--- config.mk ---
export PLATFORM = sky130hd
export DESIGN_NAME = src_operand_unit
export DESIGN_NICKNAME = d
export VERILOG_FILES = /design/src/rtl/src_opnd_pkg.sv /design/src/rtl/src_opnd_decode.sv /design/src/rtl/src_opnd_lane.sv /design/src/rtl/src_opnd_seq.sv /design/src/rtl/src_operand_unit.sv
export SDC_FILE = /design/constraint.sdc
export NUM_CORES = 1
export LEC_CHECK = 0
export ABC_AREA = 1
export BUFFER_PORTS_ARGS = -buffer_cell sky130_fd_sc_hd__buf_2
export CORE_UTILIZATION = 55
export CTS_CLUSTER_DIAMETER = 200
export CTS_CLUSTER_SIZE = 10
export DETAILED_ROUTE_END_ITERATION = 16
export PLACE_DENSITY = 0.81
export SLEW_MARGIN = 5
export SYNTH_ARGS = -nofsm -noshare
export SYNTH_HDL_FRONTEND = slang
export SYNTH_HIERARCHICAL = 1
export SYNTH_SLANG_ARGS = --single-unit
--- constraint.sdc ---
create_clock -name clk_i -period 2.2 [get_ports clk_i]
set_input_delay 0.11 -clock clk_i [delete_from_list [all_inputs] [get_ports clk_i]]
set_output_delay 0.11 -clock clk_i [all_outputs]
set_load 0.02 [all_outputs]
--- src/rtl/src_opnd_pkg.sv ---
package src_opnd_pkg;
  typedef enum logic [2:0] {
    K_REG, K_CONST, K_IND, K_AUTO, K_IMM, K_IDX, K_SYM, K_ABS
  } kind_e;

  typedef enum logic [2:0] {
    S_IDLE, S_WORD, S_WORD_RX, S_DATA, S_DATA_RX, S_DONE
  } state_e;
endpackage

--- src/rtl/src_opnd_decode.sv ---
module src_opnd_decode
  import src_opnd_pkg::*;
#(
  parameter int DW     = 16,
  parameter int RAW    = 4,
  parameter int PC_REG = 0,
  parameter int SR_REG = 2,
  parameter int CG_REG = 3
) (
  input  logic [1:0]     mode_i,
  input  logic [RAW-1:0] reg_i,
  output kind_e          kind_o,
  output logic [DW-1:0]  cval_o
);
  logic is_pc, is_sr, is_cg;
  assign is_pc = (reg_i == RAW'(PC_REG));
  assign is_sr = (reg_i == RAW'(SR_REG));
  assign is_cg = (reg_i == RAW'(CG_REG));

  always_comb begin
    kind_o = K_REG;
    cval_o = '0;
    if (is_cg) begin
      kind_o = K_CONST;
      case (mode_i)
        2'b00:   cval_o = '0;
        2'b01:   cval_o = DW'(1);
        2'b10:   cval_o = DW'(2);
        default: cval_o = '1;
      endcase
    end else if (is_sr && mode_i[1]) begin
      kind_o = K_CONST;
      cval_o = mode_i[0] ? DW'(8) : DW'(4);
    end else begin
      case (mode_i)
        2'b00:   kind_o = K_REG;
        2'b01:   kind_o = is_pc ? K_SYM : (is_sr ? K_ABS : K_IDX);
        2'b10:   kind_o = K_IND;
        default: kind_o = is_pc ? K_IMM : K_AUTO;
      endcase
    end
  end
endmodule

--- src/rtl/src_opnd_lane.sv ---
module src_opnd_lane #(
  parameter int DW = 16
) (
  input  logic [DW-1:0] word_i,
  input  logic [DW-1:0] addr_i,
  input  logic          byte_i,
  output logic [DW-1:0] data_o
);
  localparam int NB = DW / 8;
  localparam int LW = (NB > 1) ? $clog2(NB) : 1;

  logic [7:0] lanes [NB];

  for (genvar g = 0; g < NB; g++) begin : g_lane
    assign lanes[g] = word_i[8*g +: 8];
  end

  always_comb begin
    if (byte_i) data_o = DW'(lanes[addr_i[LW-1:0]]);
    else        data_o = word_i;
  end
endmodule

--- src/rtl/src_opnd_seq.sv ---
module src_opnd_seq
  import src_opnd_pkg::*;
#(
  parameter int DW  = 16,
  parameter int RAW = 4
) (
  input  logic           clk_i,
  input  logic           rst_ni,
  input  logic           start_i,
  input  kind_e          kind_i,
  input  logic [DW-1:0]  cval_i,
  input  logic [RAW-1:0] reg_i,
  input  logic           byte_i,
  output logic [RAW-1:0] rf_raddr_o,
  input  logic [DW-1:0]  rf_rdata_i,
  output logic           rf_we_o,
  output logic [RAW-1:0] rf_waddr_o,
  output logic [DW-1:0]  rf_wdata_o,
  output logic           mem_req_o,
  output logic [DW-1:0]  mem_addr_o,
  input  logic [DW-1:0]  mem_rdata_i,
  input  logic [DW-1:0]  pc_i,
  output logic           pc_inc_o,
  output logic [DW-1:0]  lane_word_o,
  output logic [DW-1:0]  lane_addr_o,
  output logic           lane_byte_o,
  input  logic [DW-1:0]  lane_data_i,
  output logic           done_o,
  output logic           busy_o,
  output logic [DW-1:0]  operand_o
);
  localparam int WSTEP = DW / 8;

  state_e         state;
  kind_e          kind_q;
  logic [RAW-1:0] reg_q;
  logic           byte_q;
  logic [DW-1:0]  base_q, addr_q, opnd_q;
  logic           idle;

  assign idle = (state == S_IDLE);

  always_ff @(posedge clk_i or negedge rst_ni) begin
    if (!rst_ni) begin
      state  <= S_IDLE;
      kind_q <= K_REG;
      reg_q  <= '0;
      byte_q <= 1'b0;
      base_q <= '0;
      addr_q <= '0;
      opnd_q <= '0;
    end else begin
      case (state)
        S_IDLE: if (start_i) begin
          reg_q  <= reg_i;
          kind_q <= kind_i;
          byte_q <= byte_i;
          base_q <= (kind_i == K_ABS) ? '0 : rf_rdata_i;
          addr_q <= rf_rdata_i;
          case (kind_i)
            K_CONST, K_REG: begin
              opnd_q <= lane_data_i;
              state  <= S_DONE;
            end
            K_IND, K_AUTO: state <= S_DATA;
            default:       state <= S_WORD;
          endcase
        end
        S_WORD: begin
          // PC-relative base is the address of the extension word
          if (kind_q == K_SYM) base_q <= pc_i;
          state <= S_WORD_RX;
        end
        S_WORD_RX: begin
          if (kind_q == K_IMM) begin
            opnd_q <= lane_data_i;
            state  <= S_DONE;
          end else begin
            addr_q <= mem_rdata_i + base_q;
            state  <= S_DATA;
          end
        end
        S_DATA:    state <= S_DATA_RX;
        S_DATA_RX: begin
          opnd_q <= lane_data_i;
          state  <= S_DONE;
        end
        default:   state <= S_IDLE;
      endcase
    end
  end

  assign rf_raddr_o  = idle ? reg_i : reg_q;
  assign mem_req_o   = (state == S_WORD) || (state == S_DATA);
  assign mem_addr_o  = (state == S_WORD) ? pc_i : addr_q;
  assign pc_inc_o    = (state == S_WORD);
  assign rf_we_o     = (state == S_DATA) && (kind_q == K_AUTO);
  assign rf_waddr_o  = reg_q;
  assign rf_wdata_o  = addr_q + (byte_q ? DW'(1) : DW'(WSTEP));
  assign lane_word_o = idle ? ((kind_i == K_CONST) ? cval_i : rf_rdata_i) : mem_rdata_i;
  assign lane_addr_o = (idle || kind_q == K_IMM) ? '0 : addr_q;
  assign lane_byte_o = idle ? byte_i : byte_q;
  assign done_o      = (state == S_DONE);
  assign busy_o      = !idle;
  assign operand_o   = opnd_q;
endmodule

--- src/rtl/src_operand_unit.sv ---
module src_operand_unit
  import src_opnd_pkg::*;
#(
  parameter int DW     = 16,
  parameter int RAW    = 4,
  parameter int PC_REG = 0,
  parameter int SR_REG = 2,
  parameter int CG_REG = 3
) (
  input  logic           clk_i,
  input  logic           rst_ni,
  input  logic           start_i,
  input  logic [1:0]     mode_i,
  input  logic [RAW-1:0] reg_i,
  input  logic           byte_i,
  output logic [RAW-1:0] rf_raddr_o,
  input  logic [DW-1:0]  rf_rdata_i,
  output logic           rf_we_o,
  output logic [RAW-1:0] rf_waddr_o,
  output logic [DW-1:0]  rf_wdata_o,
  output logic           mem_req_o,
  output logic [DW-1:0]  mem_addr_o,
  input  logic [DW-1:0]  mem_rdata_i,
  input  logic [DW-1:0]  pc_i,
  output logic           pc_inc_o,
  output logic           done_o,
  output logic [DW-1:0]  operand_o
);
  kind_e         kind;
  logic [DW-1:0] cval;
  logic [DW-1:0] lane_word, lane_addr, lane_data;
  logic          lane_byte;
  logic          busy;

  src_opnd_decode #(
    .DW(DW), .RAW(RAW), .PC_REG(PC_REG), .SR_REG(SR_REG), .CG_REG(CG_REG)
  ) u_decode (
    .mode_i (mode_i),
    .reg_i  (reg_i),
    .kind_o (kind),
    .cval_o (cval)
  );

  src_opnd_lane #(.DW(DW)) u_lane (
    .word_i (lane_word),
    .addr_i (lane_addr),
    .byte_i (lane_byte),
    .data_o (lane_data)
  );

  src_opnd_seq #(.DW(DW), .RAW(RAW)) u_seq (
    .clk_i       (clk_i),
    .rst_ni      (rst_ni),
    .start_i     (start_i),
    .kind_i      (kind),
    .cval_i      (cval),
    .reg_i       (reg_i),
    .byte_i      (byte_i),
    .rf_raddr_o  (rf_raddr_o),
    .rf_rdata_i  (rf_rdata_i),
    .rf_we_o     (rf_we_o),
    .rf_waddr_o  (rf_waddr_o),
    .rf_wdata_o  (rf_wdata_o),
    .mem_req_o   (mem_req_o),
    .mem_addr_o  (mem_addr_o),
    .mem_rdata_i (mem_rdata_i),
    .pc_i        (pc_i),
    .pc_inc_o    (pc_inc_o),
    .lane_word_o (lane_word),
    .lane_addr_o (lane_addr),
    .lane_byte_o (lane_byte),
    .lane_data_i (lane_data),
    .done_o      (done_o),
    .busy_o      (busy),
    .operand_o   (operand_o)
  );
endmodule

Word level (Yosys, flattened, before mapping). Cells that the tools add are included.

Magnitude comparators: 1. Add/sub/neg operators: 2. Mux-type cells: 36. Bitwise logic cells: 1. Reductions and logical operators: 17. Equal/unequal tests: 21.

Operators with widths (number): 16-bit two-way mux (14); 16-bit case mux with 3 select lines (2); 16-bit case mux with 2 select lines (2); 8-bit two-way mux (3); 3-bit two-way mux (6); 16-bit adder (1); 16-bit by 2-bit adder with 16-bit output (1); 3-bit by 2-bit == test with 1-bit output, second input constant (5); 3-bit == test, second input constant (5); 3-bit case mux with 5 select lines (1); 3-bit case mux with 3 select lines (1); 4-bit by 2-bit == test with 1-bit output, second input constant (2); 4-bit two-way mux (2); 3-bit by 1-bit == test with 1-bit output, second input constant (2); 3-bit zero test (2); 2-bit inequality test, second input constant (3); 3-bit case mux with 2 select lines (1); 3-bit AND reduction (2); 4-bit zero test (1); 2-bit two-way mux (2); 2-bit by 1-bit inequality test with 1-bit output, second input constant (2); 4-bit AND reduction (1); 2-bit nonzero test (2); 2-bit OR reduction (2); other kinds (10) (13).

Register bits after elaboration: 59. Output and inout bits: 60. Logic and storage cells: 85. Input bits: 58.

Depth between registers and ports, before layout. Gate-level depths: netlist (run 1).

Depth after elaboration: 16. Depth in mapped cells: 16. Mapped depth without buffers: 15.

Hierarchy. The synthesis (run 1) kept the hierarchy.

By module, submodules not included: src_opnd_seq (area an instance 4579.4 um^2, cells an instance 680, seq. area each 1476.4 um^2, instances 1); src_opnd_decode (area an instance 226.5 um^2, cells an instance 39, seq. area each 0.0 um^2, instances 1); src_opnd_lane (area an instance 211.5 um^2, cells an instance 44, seq. area each 0.0 um^2, instances 1).

Worst setup path before layout (run 1). OpenSTA, ideal clock, no wires.

Path type: reg2out. Start: register u_seq.byte_q. End: output port rf_wdata_o[14]. Data required time: 2.090 ns. Cell stages (with the launch flop): 10. Arrival time: 2.060 ns. Path buffers: 0. Slack: 0.030 ns. Cells stage by stage: dfrtp_1 > ha_1 > inv_1 > fa_1 > nor2_1 > nand4_1 > nor2_1 > nand3_1 > nor2_1 > xor2_1.

Word-level cells in the longest chain between the ends: 2.

RTL lines: start, declared (RTL line src_opnd_seq.sv:37) `logic byte_q;`; start signal, assigned (RTL line src_opnd_seq.sv:57) `byte_q <= byte_i;`; 2-bit two-way mux (RTL line src_opnd_seq.sv:99) `assign rf_wdata_o = addr_q + (byte_q ? DW'(1) : DW'(WSTEP));`; 16-bit by 2-bit adder with 16-bit output (RTL line src_opnd_seq.sv:99); end, declared (RTL line src_operand_unit.sv:20) `output logic [DW-1:0] rf_wdata_o,`.

Every way passes these cells.

Final worst setup path (run 1).
Start: register u_seq.byte_q. End: output port rf_wdata_o[12].

Same word-level chain as after synthesis.

==> results by group, run 1 <==
Timing
  • RSZ-0062 raised after global routing: yes
  • Final setup viols: 7
  • Final period util: 108%
  • Final hold viol count: 0
  • Final worst slack: -0.186 ns
  • Slew Viols, Final: 0
  • Clk_skew: around 0.014 ns
  • Final Critical Period: 2.39 ns
  • Worst-margin pin slew: between 0.4 and 0.5 ns
  • Relative slew slack: 69.4%
  • Fmax: between 400 and 500 MHz

Worst setup path
  • Critical setup path kind: reg -> out
  • Slowest cell on crit path: fa_2
  • Crit-path max cell delay: about 0.40 ns
  • Crit end category: output port
  • Setup crit start kind: flip-flop
  • CP arrival: 2.28 ns
  • Worst Path Required: 2.09 ns
  • Crit path max fanout: 4
  • Reg2reg setup slack: 0.16 ns
  • Most common cell on crit path: buf_4
  • Crit-path cells: buf_4 > fa_2 > nor2_2 > nand4_1 > buf_4 > nor3_4 > nand4_1 > xor2_1 > buf_4

Clock tree
  • Clock tree from TritonCTS: done
  • Clock buffer depth: 2
  • Clock sink total: 59
  • Root Buffer: clkbuf_8
  • Cts bufs inserted: 9
  • Clock slew at reported path FFs: 0.07 ns
  • # H-tree levels: 3
  • Worst-skew pair later-pin latency: roughly 0.34 ns

Routing
  • # DRC: 0
  • Detail Route Antenna Nets: 0
  • Drt via density: 5.36
  • Via count: 5245
  • DRT Pass-1 Iters: 5
  • Drt first-iter violations: 274
  • Detailed Route WL: about 15 mm
  • Drt wl/cell: between 10 and 15 microns

Pwr
  • Leakage: about 3.3 nW
  • Max rail drop VDD: 1.29 mV
  • Power per cell area: 1680 nW/um^2
  • Pwr Total: 0.00999 W

GRT
  • Met2 usage: approximately half
  • Pin count of the biggest net entering global routing: 35
  • Met1 Usage GRT: 43.2%
  • First-pass GRT wire length: between 20 and 25 mm
  • GR Util met3: under 10%
  • Via count of the first global-routing pass: 5037
  • Initial antenna violation count: 0
  • GRT Util Overall: about a third
  • Remaining global-route overflow: 0
  • Most Crowded Layer GR: met2

Placement
  • Gpl congestion: just under 1
  • Detailed Place HPWL: 11.3 mm
  • Place WS: -0.0200 ns
  • IO buf count: 117

Floorplan
  • Width of the die: 96.9 microns
  • Chip height: 96.9 microns
  • Core Box Area: 8720 sq um
  • Die Area: between 9000 and 10000 sq um
  • # rows: 34
  • I/O Pins: 118
  • Initial core utilization: a little under three fifths

Status
  • Status: complete, but fails checks
  • Failing checks: negative setup slack

Run
  • MaxCap Viol Count: 0

Synthesis
  • Synthesized area: 4960 sq um
  • Warnings from Yosys: 6
  • Syn Nets: 824
  • Mean Syn Cell Area: 6.64 sq um
  • Mapped Cells: approximately 750

Final layout
  • Number of fill cells in the layout: 762
  • N_diodes: 0
  • Area Growth Syn to Fin: 20.3%
  • # nets final: 943
  • Share of layout cells above drive strength 1: 26.1%

Hold path
  • Type of the tightest min-delay check: in -> reg
==> layout make-up <==
cell class / instances / area [sq um] / area share (%)
Clock buffer: 14 / 183 / 3.06
Clock inverter: 1 / 30.0 / 0.503
Inverter: 111 / 420 / 7.05
Multi-Input combinational cell: 541 / 2870 / 48.1
Sequential cell: 59 / 1480 / 24.8
Tap cell: 108 / 135 / 2.27
Timing Repair Buffer: 144 / 850 / 14.2
==> through the flow <==
stage	setup TNS, ns	std cells	area (sq um)	hold slack [ns]	util [%]
2_1_floorplan	0	747	4960	-0.186	-
3_3_place_gp	0	954	5610	0.0616	64.4
3_5_place_dp	-0.0200	954	5610	0.0788	64.4
4_1_cts	-0.794	976	5910	0.0386	67.8
5_1_grt	-1.58	978	5960	0.0561	68.4
6_report	-0.721	978	5960	0.0494	68.4
==> routing by layer <==
layer | up-vias | part of all wire, %
li1 | 2606 | -
met1 | 2382 | 45
met2 | 240 | 46
met3 | 17 | 7.7
met4 | 0 | 1.7
met5 | - | 0
==> path summary, 6_finish.rpt <==
path	to	depth (start not counted)	from
worst max register to register	u_seq/addr_q[8]	11	u_seq/base_q[0]
worst min register to register	u_seq/operand_o[14]	2	u_seq/operand_o[14]
worst max-delay path	rf_wdata_o[12]	9	u_seq/byte_q
max in group asynchronous	u_seq/addr_q[7]	3	rst_ni
worst min-delay path	u_seq/base_q[14]	3	pc_i[14]
min in group asynchronous	u_seq/rf_waddr_o[2]	2	rst_ni
==> critical path: cells and delay by family, from the launching register on <==
| family | cells | cell delay (ns) |
|---|---|---|
| buffers and inverters | 3 | 0.49 |
| XOR/XNOR | 1 | 0.17 |
| AND/OR/NAND/NOR | 4 | 0.48 |
| adder cells (fa/ha/maj) | 1 | 0.40 |
| flip-flops | 1 | 0.38 |
==> where the power goes <==
part | switching [W] | total (W) | leakage [nW] | internal, W
clock | 0.000432 | 0.00107 | 0.109 | 0.000642
combinational | 0.00443 | 0.00682 | 2.46 | 0.00239
sequential | 0.000467 | 0.00210 | 0.709 | 0.00164
==> sequential cells by signal (all words and copies together), names as in the netlist <==
signal	cells
u_seq/rf_waddr_o	4
u_seq/operand_o	16
u_seq/kind_q	3
u_seq/base_q	16
u_seq/byte_q	1
u_seq/addr_q	16
u_seq/state	3
==> what timing repair did <==
action | 4_1_cts | 5_1_grt
buffers inserted | 6 | 2
gates cloned | 0 | 0
pin swaps | 4 | 3
hold buffers | 1 | 0
endpoints found under the hold margin | 16 | 0
setup endpoints to repair | 7 | 17
gates resized for setup | 10 | 12
==> placed cells by master, fill, tap and decap left out, types with 12 or more instances in the layout <==
cell,count
nand2_1,186
buf_2,110
inv_1,104
nor2_1,81
o21ai_0,67
dfrtp_1,59
nand3_1,52
buf_4,29
nand2_2,20
a31oi_1,19
ha_1,16
o21ai_2,15
xor2_1,14
clkbuf_8,13
a21oi_1,12
No activity file was read; power rests on OpenSTA's default activity.
==> inputs of run 2 (changes only) <==
ABC_AREA = unset   (was 1)
PLACE_DENSITY = 0.84   (was 0.81)
==> run 2 against run 1 <==
Compared with the run above: the run still ends with negative setup slack left; area after synthesis decreased by 3.9%; wire length increased by 5.7%; clock skew decreased by 0.0051 ns; sequential cell count unchanged; register-to-register slack got worse by 0.24 ns; final cell count decreased by 20%; core utilization increased by 5.2 points; largest cell class unchanged; highest routed layer unchanged.
==> results by group, run 2 <==
Status
  • Status: complete, but fails checks (unchanged)
  • Failing checks: negative setup slack (unchanged)

Worst setup path
  • Setup crit start kind: flip-flop (unchanged)
  • Cell class contributing the biggest share of worst-path delay: compound AO/OA/AOI/OAI gates (was buffers and inverters)
  • Crit-path cells: ha_4 > fa_2 > a2111oi_4 > o31a_1 > o21bai_2 > and4_1 > nor4_2 (was buf_4 > fa_2 > nor2_2 > nand4_1 > buf_4 > nor3_4 > nand4_1 > xor2_1 > buf_4)
  • Slowest cell on crit path: dfrtp_1 (was fa_2)
  • Crit end category: flip-flop (was output port)
  • Crit-path max cell delay: 0.41 ns (was 0.40 ns)
  • WP buf/inv: 0 (was 3)
  • Cells on worst reg2reg path: 7 (was 11)
  • Crit path max fanout: 3 (was 4)
  • Worst Path Required: 2.45 ns (was 2.09 ns)
  • CP arrival: 2.53 ns (was 2.28 ns)
  • Critical setup path kind: reg -> reg (was reg -> out)
  • CP Depth: 7 (was 9)

GRT
  • First-pass GRT wire length: 23.5 mm (was 24.1 mm)
  • Via count of the first global-routing pass: 4599 (was 5037)
  • GRT Util Overall: 34.8% (was 31.9%)
  • Remaining global-route overflow: 0 (unchanged)
  • Pin count of the biggest net entering global routing: 41 (was 35)
  • Initial antenna violation count: 0 (unchanged)

Final layout
  • Fin area: 6100 sq um (was 5960 sq um)
  • Area Growth Syn to Fin: 28.1% (was 20.3%)
  • Leading cell types in the layout, fill and taps excluded: buf_2, dfrtp_1, nand2_1 (was nand2_1, buf_2, inv_1)
  • Share of layout cells above drive strength 1: 39.6% (was 26.1%)
  • Finished Layout Cells: 781 (was 978)
  • # nets final: 748 (was 943)
  • Commonest non-fill, non-tap cell in the layout: buf_2 (was nand2_1)
  • N_diodes: 0 (unchanged)
  • Number of fill cells in the layout: 599 (was 762)

Clock tree
  • Cts bufs inserted: 9 (unchanged)
  • Clock buffer depth: 2 (unchanged)
  • Clock slew at reported path FFs: 0.07 ns (about the same)
  • Clock tree from TritonCTS: done (unchanged)
  • Clock sink total: 59 (unchanged)
  • Worst-skew pair later-pin latency: 0.35 ns (was 0.34 ns)
  • Root Buffer: clkbuf_8 (unchanged)
  • # H-tree levels: 3 (unchanged)

Timing
  • Slew Viols, Final: 0 (unchanged)
  • Clk_skew: 0.00848 ns (was 0.0136 ns)
  • Final period util: 104% (was 108%)
  • RSZ-0062 raised after global routing: yes (unchanged)
  • Final setup viols: 4 (was 7)
  • Final Critical Period: 2.28 ns (was 2.39 ns)
  • Final hold viol count: 0 (unchanged)
  • Fmax: 439 MHz (was 419 MHz)
  • Final worst slack: -0.0799 ns (was -0.186 ns)
  • Worst-margin pin slew: 1.04 ns (was 0.455 ns)
  • Relative slew slack: 30.6% (was 69.4%)

Hold path
  • Hold Path Depth: 3 (unchanged)
  • Type of the tightest min-delay check: in -> reg (unchanged)

Routing
  • Drt via density: 6.14 (was 5.36)
  • # DRC: 0 (unchanged)
  • Drt first-iter violations: 339 (was 274)
  • Drt wl/cell: 19.6 microns (was 14.8 microns)
  • DRT Pass-1 Iters: 5 (unchanged)
  • Detail Route Antenna Nets: 0 (unchanged)
  • Detailed Route WL: 15.3 mm (was 14.5 mm)
  • Via count: 4795 (was 5245)

Run
  • MaxCap Viol Count: 0 (unchanged)

Synthesis
  • Warnings from Yosys: 6 (unchanged)
  • Syn Nets: 614 (was 824)
  • Synthesized area: 4770 sq um (was 4960 sq um)
  • Mapped Cells: 537 (was 747)
  • Mean Syn Cell Area: 8.87 sq um (was 6.64 sq um)

Placement
  • IO buf count: 117 (unchanged)
  • Placed Instances: 756 (was 954)
  • Gpl congestion: 0.942 (was 0.964)
  • Detailed Place HPWL: 11.4 mm (was 11.3 mm)
  • DP Area: 5580 sq um (was 5610 sq um)

Pwr
  • Max rail drop VDD: 0.934 mV (was 1.29 mV)
  • Leakage: 2.77 nW (was 3.28 nW)
  • Power per cell area: 1640 nW/um^2 (was 1680 nW/um^2)

Floorplan
  • Die Area: 9040 sq um (was 9400 sq um)
  • Core Box Area: 8300 sq um (was 8720 sq um)
  • # rows: 33 (was 34)
  • Width of the die: 95.1 microns (was 96.9 microns)
  • Chip height: 95.1 microns (was 96.9 microns)
  • I/O Pins: 118 (unchanged)
  • Initial core utilization: 57.4% (was 56.8%)
-- run 2: final timing paths --
path	start	to	slack [ns]
setup / recovery	u_seq/base_q[0]	u_seq/addr_q[14]	-0.08
hold / removal	byte_i	u_seq/byte_q	0.01
hold reg to reg	u_seq/operand_o[12]	u_seq/operand_o[12]	0.49
max in group asynchronous	rst_ni	u_seq/base_q[15]	1.07
setup reg to reg	u_seq/base_q[0]	u_seq/addr_q[14]	-0.08
min in group asynchronous	rst_ni	u_seq/operand_o[0]	0.42
-- run 2: layer usage --
| layer | part of all wire [%] | vias up | wire length, microns | global-route usage, % |
|---|---|---|---|---|
| met5 | 0 | - | 0 | 0 |
| met4 | 2.8 | 0 | 436 | 13.5 |
| met3 | 8.1 | 40 | 1240 | 5.18 |
| met2 | 47 | 271 | 7210 | 57.4 |
| met1 | 42 | 2265 | 6440 | 46.0 |
| li1 | - | 2219 | - | - |
-- run 2: layout make-up --
| type | count | area [sq um] | area share, % |
|---|---|---|---|
| multi-input combinational | 427 | 3220 | 52.8 |
| sequential | 59 | 1480 | 24.3 |
| inverter | 12 | 45.0 | 0.738 |
| timing repair buffer | 162 | 983 | 16.1 |
| clock buffer | 12 | 145 | 2.38 |
| clock inverter | 4 | 97.6 | 1.60 |
| tap | 105 | 131 | 2.15 |
-- run 2: repair_timing --
item | CTS | global route
hold buffers | 1 | 0
pin swaps | 4 | 10
endpoints found under the hold margin | 38 | 0
setup endpoints to repair | 16 | 30
buffers inserted | 1 | 7
gates resized for setup | 15 | 33
-- run 2: metrics by stage --
stage | utilization, % | TNS (ns) | worst slack, ns | hold slack (ns) | total power (W)
2_1_floorplan | - | 0 | 0.00236 | -0.186 | 0.00621
6_report | 73.6 | -0.226 | -0.0799 | 0.0143 | 0.0100
5_1_grt | 73.6 | -0.889 | -0.199 | 0.0476 | 0.0107
3_3_place_gp | 67.3 | -0.219 | -0.116 | 0.273 | 0.00801
4_1_cts | 71.1 | -0.174 | -0.0469 | 0.00130 | 0.00960
3_5_place_dp | 67.3 | -0.296 | -0.129 | 0.280 | 0.00820
-- run 2: power by group --
part / switching (W) / leakage (nW) / total, W / internal [W]
Combinational: 0.00379 / 1.94 / 0.00663 / 0.00284
Sequential: 0.000544 / 0.714 / 0.00217 / 0.00162
Clock: 0.000453 / 0.117 / 0.00124 / 0.000785
-- run 2: worst min-delay path, cell delays in order --
cell and delay, ns:
buf_2 0.11, nand2_1 0.05, o21ai_0 0.06
==> inputs of run 3 (changes only) <==
CORE_UTILIZATION = 45   (was 55)
PLACE_DENSITY = 0.71   (was 0.84)
==> run 3 against run 2 <==
Compared with the run above: the flow still finishes with violations (negative setup slack); combinational power fell by 2%; sequential share of layout area rose by 0.30 points; sequential power barely moved; die area increased by 22%; register-to-register slack gained 0.07 ns; critical path type unchanged.
==> results by group, run 3 (synthesis gave the netlist of run 2 again) <==
Final layout
  • Fin util: 58.6% (was 73.6%)
  • Share of layout cells above drive strength 1: 38.2% (was 39.6%)
  • Reg area: 1480 sq um (about the same)
  • # nets final: 744 (was 748)
  • Finished Layout Cells: 808 (was 781)
  • N_diodes: 0 (unchanged)
  • Area Growth Syn to Fin: 26.3% (was 28.1%)
  • Leading cell types in the layout, fill and taps excluded: buf_2, dfrtp_1, nand2_1 (unchanged)
  • Area used by multi-input combinational logic: 3150 sq um (was 3220 sq um)
  • Commonest non-fill, non-tap cell in the layout: buf_2 (unchanged)
  • Number of fill cells in the layout: 965 (was 599)

Floorplan
  • I/O Pins: 118 (unchanged)
  • # rows: 37 (was 33)
  • Die Area: 11000 sq um (was 9040 sq um)
  • Initial core utilization: 46.4% (was 57.4%)
  • Width of the die: 105 microns (was 95.1 microns)
  • Chip height: 105 microns (was 95.1 microns)
  • Core Box Area: 10300 sq um (was 8300 sq um)

Timing
  • Clk_skew: 0.00664 ns (was 0.00848 ns)
  • Final worst slack: -0.0114 ns (was -0.0799 ns)
  • Final period util: 101% (was 104%)
  • Relative slew slack: 49.9% (was 30.6%)
  • Final Critical Period: 2.21 ns (was 2.28 ns)
  • Final setup viols: 1 (was 4)
  • Fmax: 452 MHz (was 439 MHz)
  • Slew Viols, Final: 0 (unchanged)
  • Final hold viol count: 0 (unchanged)
  • TNS Setup: -0.0114 ns (was -0.226 ns)
  • RSZ-0062 raised after global routing: yes (unchanged)
  • Worst-margin pin slew: 0.749 ns (was 1.04 ns)
  • Worst hold margin: 0.0156 ns (was 0.0143 ns)

Pwr
  • Leakage: 2.71 nW (was 2.77 nW)
  • Power per cell area: 1610 nW/um^2 (was 1640 nW/um^2)
  • Max rail drop VDD: 0.843 mV (was 0.934 mV)

Placement
  • Placed Instances: 781 (was 756)
  • IO buf count: 117 (unchanged)
  • Detailed Place HPWL: 11.9 mm (was 11.4 mm)
  • Place WS: -0.136 ns (was -0.129 ns)
  • Gpl congestion: 0.889 (was 0.942)

Clock tree
  • Root Buffer: clkbuf_8 (unchanged)
  • Clock sink total: 59 (unchanged)
  • Clock tree from TritonCTS: done (unchanged)
  • Clock slew at reported path FFs: 0.07 ns (about the same)
  • Cts bufs inserted: 9 (unchanged)
  • # H-tree levels: 3 (unchanged)
  • Worst-skew pair later-pin latency: 0.35 ns (about the same)
  • Clock buffer depth: 2 (unchanged)

Worst setup path
  • Reg2reg start: u_seq/base_q[0] (unchanged)
  • Slowest cell on crit path: dfrtp_1 (unchanged)
  • Setup crit start kind: flip-flop (unchanged)
  • Crit path max fanout: 3 (unchanged)
  • Critical path origin: u_seq/base_q[0] (unchanged)
  • Crit-path cells: ha_2 > fa_2 > a2111oi_4 > o31a_1 > o21bai_1 > a2111oi_2 > nor4_2 (was ha_4 > fa_2 > a2111oi_4 > o31a_1 > o21bai_2 > and4_1 > nor4_2)
  • Critical setup path kind: reg -> reg (unchanged)
  • Reg2reg setup slack: -0.01 ns (was -0.08 ns)
  • Cell class contributing the biggest share of worst-path delay: compound AO/OA/AOI/OAI gates (unchanged)
  • CP arrival: 2.44 ns (was 2.53 ns)
  • WP buf/inv: 0 (unchanged)
  • Worst Path Required: 2.42 ns (was 2.45 ns)
  • Crit-path max cell delay: 0.39 ns (was 0.41 ns)
  • Crit end category: flip-flop (unchanged)

Routing
  • Drt via density: 5.78 (was 6.14)
  • Detailed Route WL: 15.8 mm (was 15.3 mm)
  • DRT Pass-1 Iters: 6 (was 5)
  • Via count: 4673 (was 4795)
  • Drt wl/cell: 19.5 microns (was 19.6 microns)
  • Drt first-iter violations: 358 (was 339)
  • Detail Route Antenna Nets: 0 (unchanged)
  • # DRC: 0 (unchanged)

GRT
  • GRT Util Overall: 28.4% (was 34.8%)
  • Via count of the first global-routing pass: 4346 (was 4599)
  • Remaining global-route overflow: 0 (unchanged)
  • Pin count of the biggest net entering global routing: 34 (was 41)
  • First-pass GRT wire length: 23.9 mm (was 23.5 mm)
  • Initial antenna violation count: 0 (unchanged)

Status
  • Status: complete, but fails checks (unchanged)
  • Failing checks: negative setup slack (unchanged)

Hold path
  • Type of the tightest min-delay check: in -> reg (unchanged)
  • Min-delay src: byte_i (unchanged)

Run
  • MaxCap Viol Count: 0 (unchanged)
-- run 3: final timing paths --
| kind | end | cells after the start |
|---|---|---|
| max in group asynchronous | u_seq/base_q[9] | 3 |
| hold / removal | u_seq/byte_q | 3 |
| min in group asynchronous | u_seq/rf_waddr_o[2] | 2 |
| setup / recovery | u_seq/addr_q[14] | 7 |
| hold reg to reg | u_seq/operand_o[15] | 1 |
| setup reg to reg | u_seq/addr_q[14] | 7 |
-- run 3: cell type report --
| cell class | count | area share, % |
|---|---|---|
| clock inverter | 4 | 0.790 |
| clock buffer | 12 | 2.74 |
| multi-input combinational | 427 | 52.3 |
| sequential | 59 | 24.6 |
| inverter | 12 | 0.748 |
| tap | 136 | 2.83 |
| timing repair buffer | 158 | 16.0 |
-- run 3: what timing repair did --
action / in CTS / in global routing
endpoints found under the hold margin: 29 / 0
gates resized for setup: 13 / 17
hold buffers: 1 / 0
pin swaps: 3 / 7
gates cloned: 1 / 1
setup endpoints to repair: 20 / 25
setup buffers: 3 / 5
-- run 3: worst register-to-register path, delay by kind of cell, from the launching register on --
kind | cells | cell delay [ns]
AOI/OAI and AO/OA | 4 | 1.05
adders and majority gates | 2 | 0.56
DFF | 1 | 0.39
and+or+nand+nor | 1 | 0.10
-- run 3: per-layer routing --
metal,vias to the layer above,GRT usage (%),part of all wire [%]
met3,29,5.74,7.8
met4,0,10.6,2.5
met1,2209,40.4,45
met2,229,42.6,45
met5,-,0,0
li1,2206,-,-
-- run 3: power by group --
| group | switching, W | total (W) | internal, W |
|---|---|---|---|
| clock network | 0.000483 | 0.00110 | 0.000612 |
| logic | 0.00370 | 0.00647 | 0.00277 |
| registers | 0.000526 | 0.00214 | 0.00162 |
| total | 0.00471 | 0.00971 | 0.00500 |
-- run 3: per-stage QoR --
step                      power [W]  cell area [sq um]
final                       0.00971               6020
after floorplan             0.00621               4770
after global placement      0.00799               5580
after global routing         0.0103               6020
after CTS                   0.00936               5880
after detailed placement    0.00809               5580
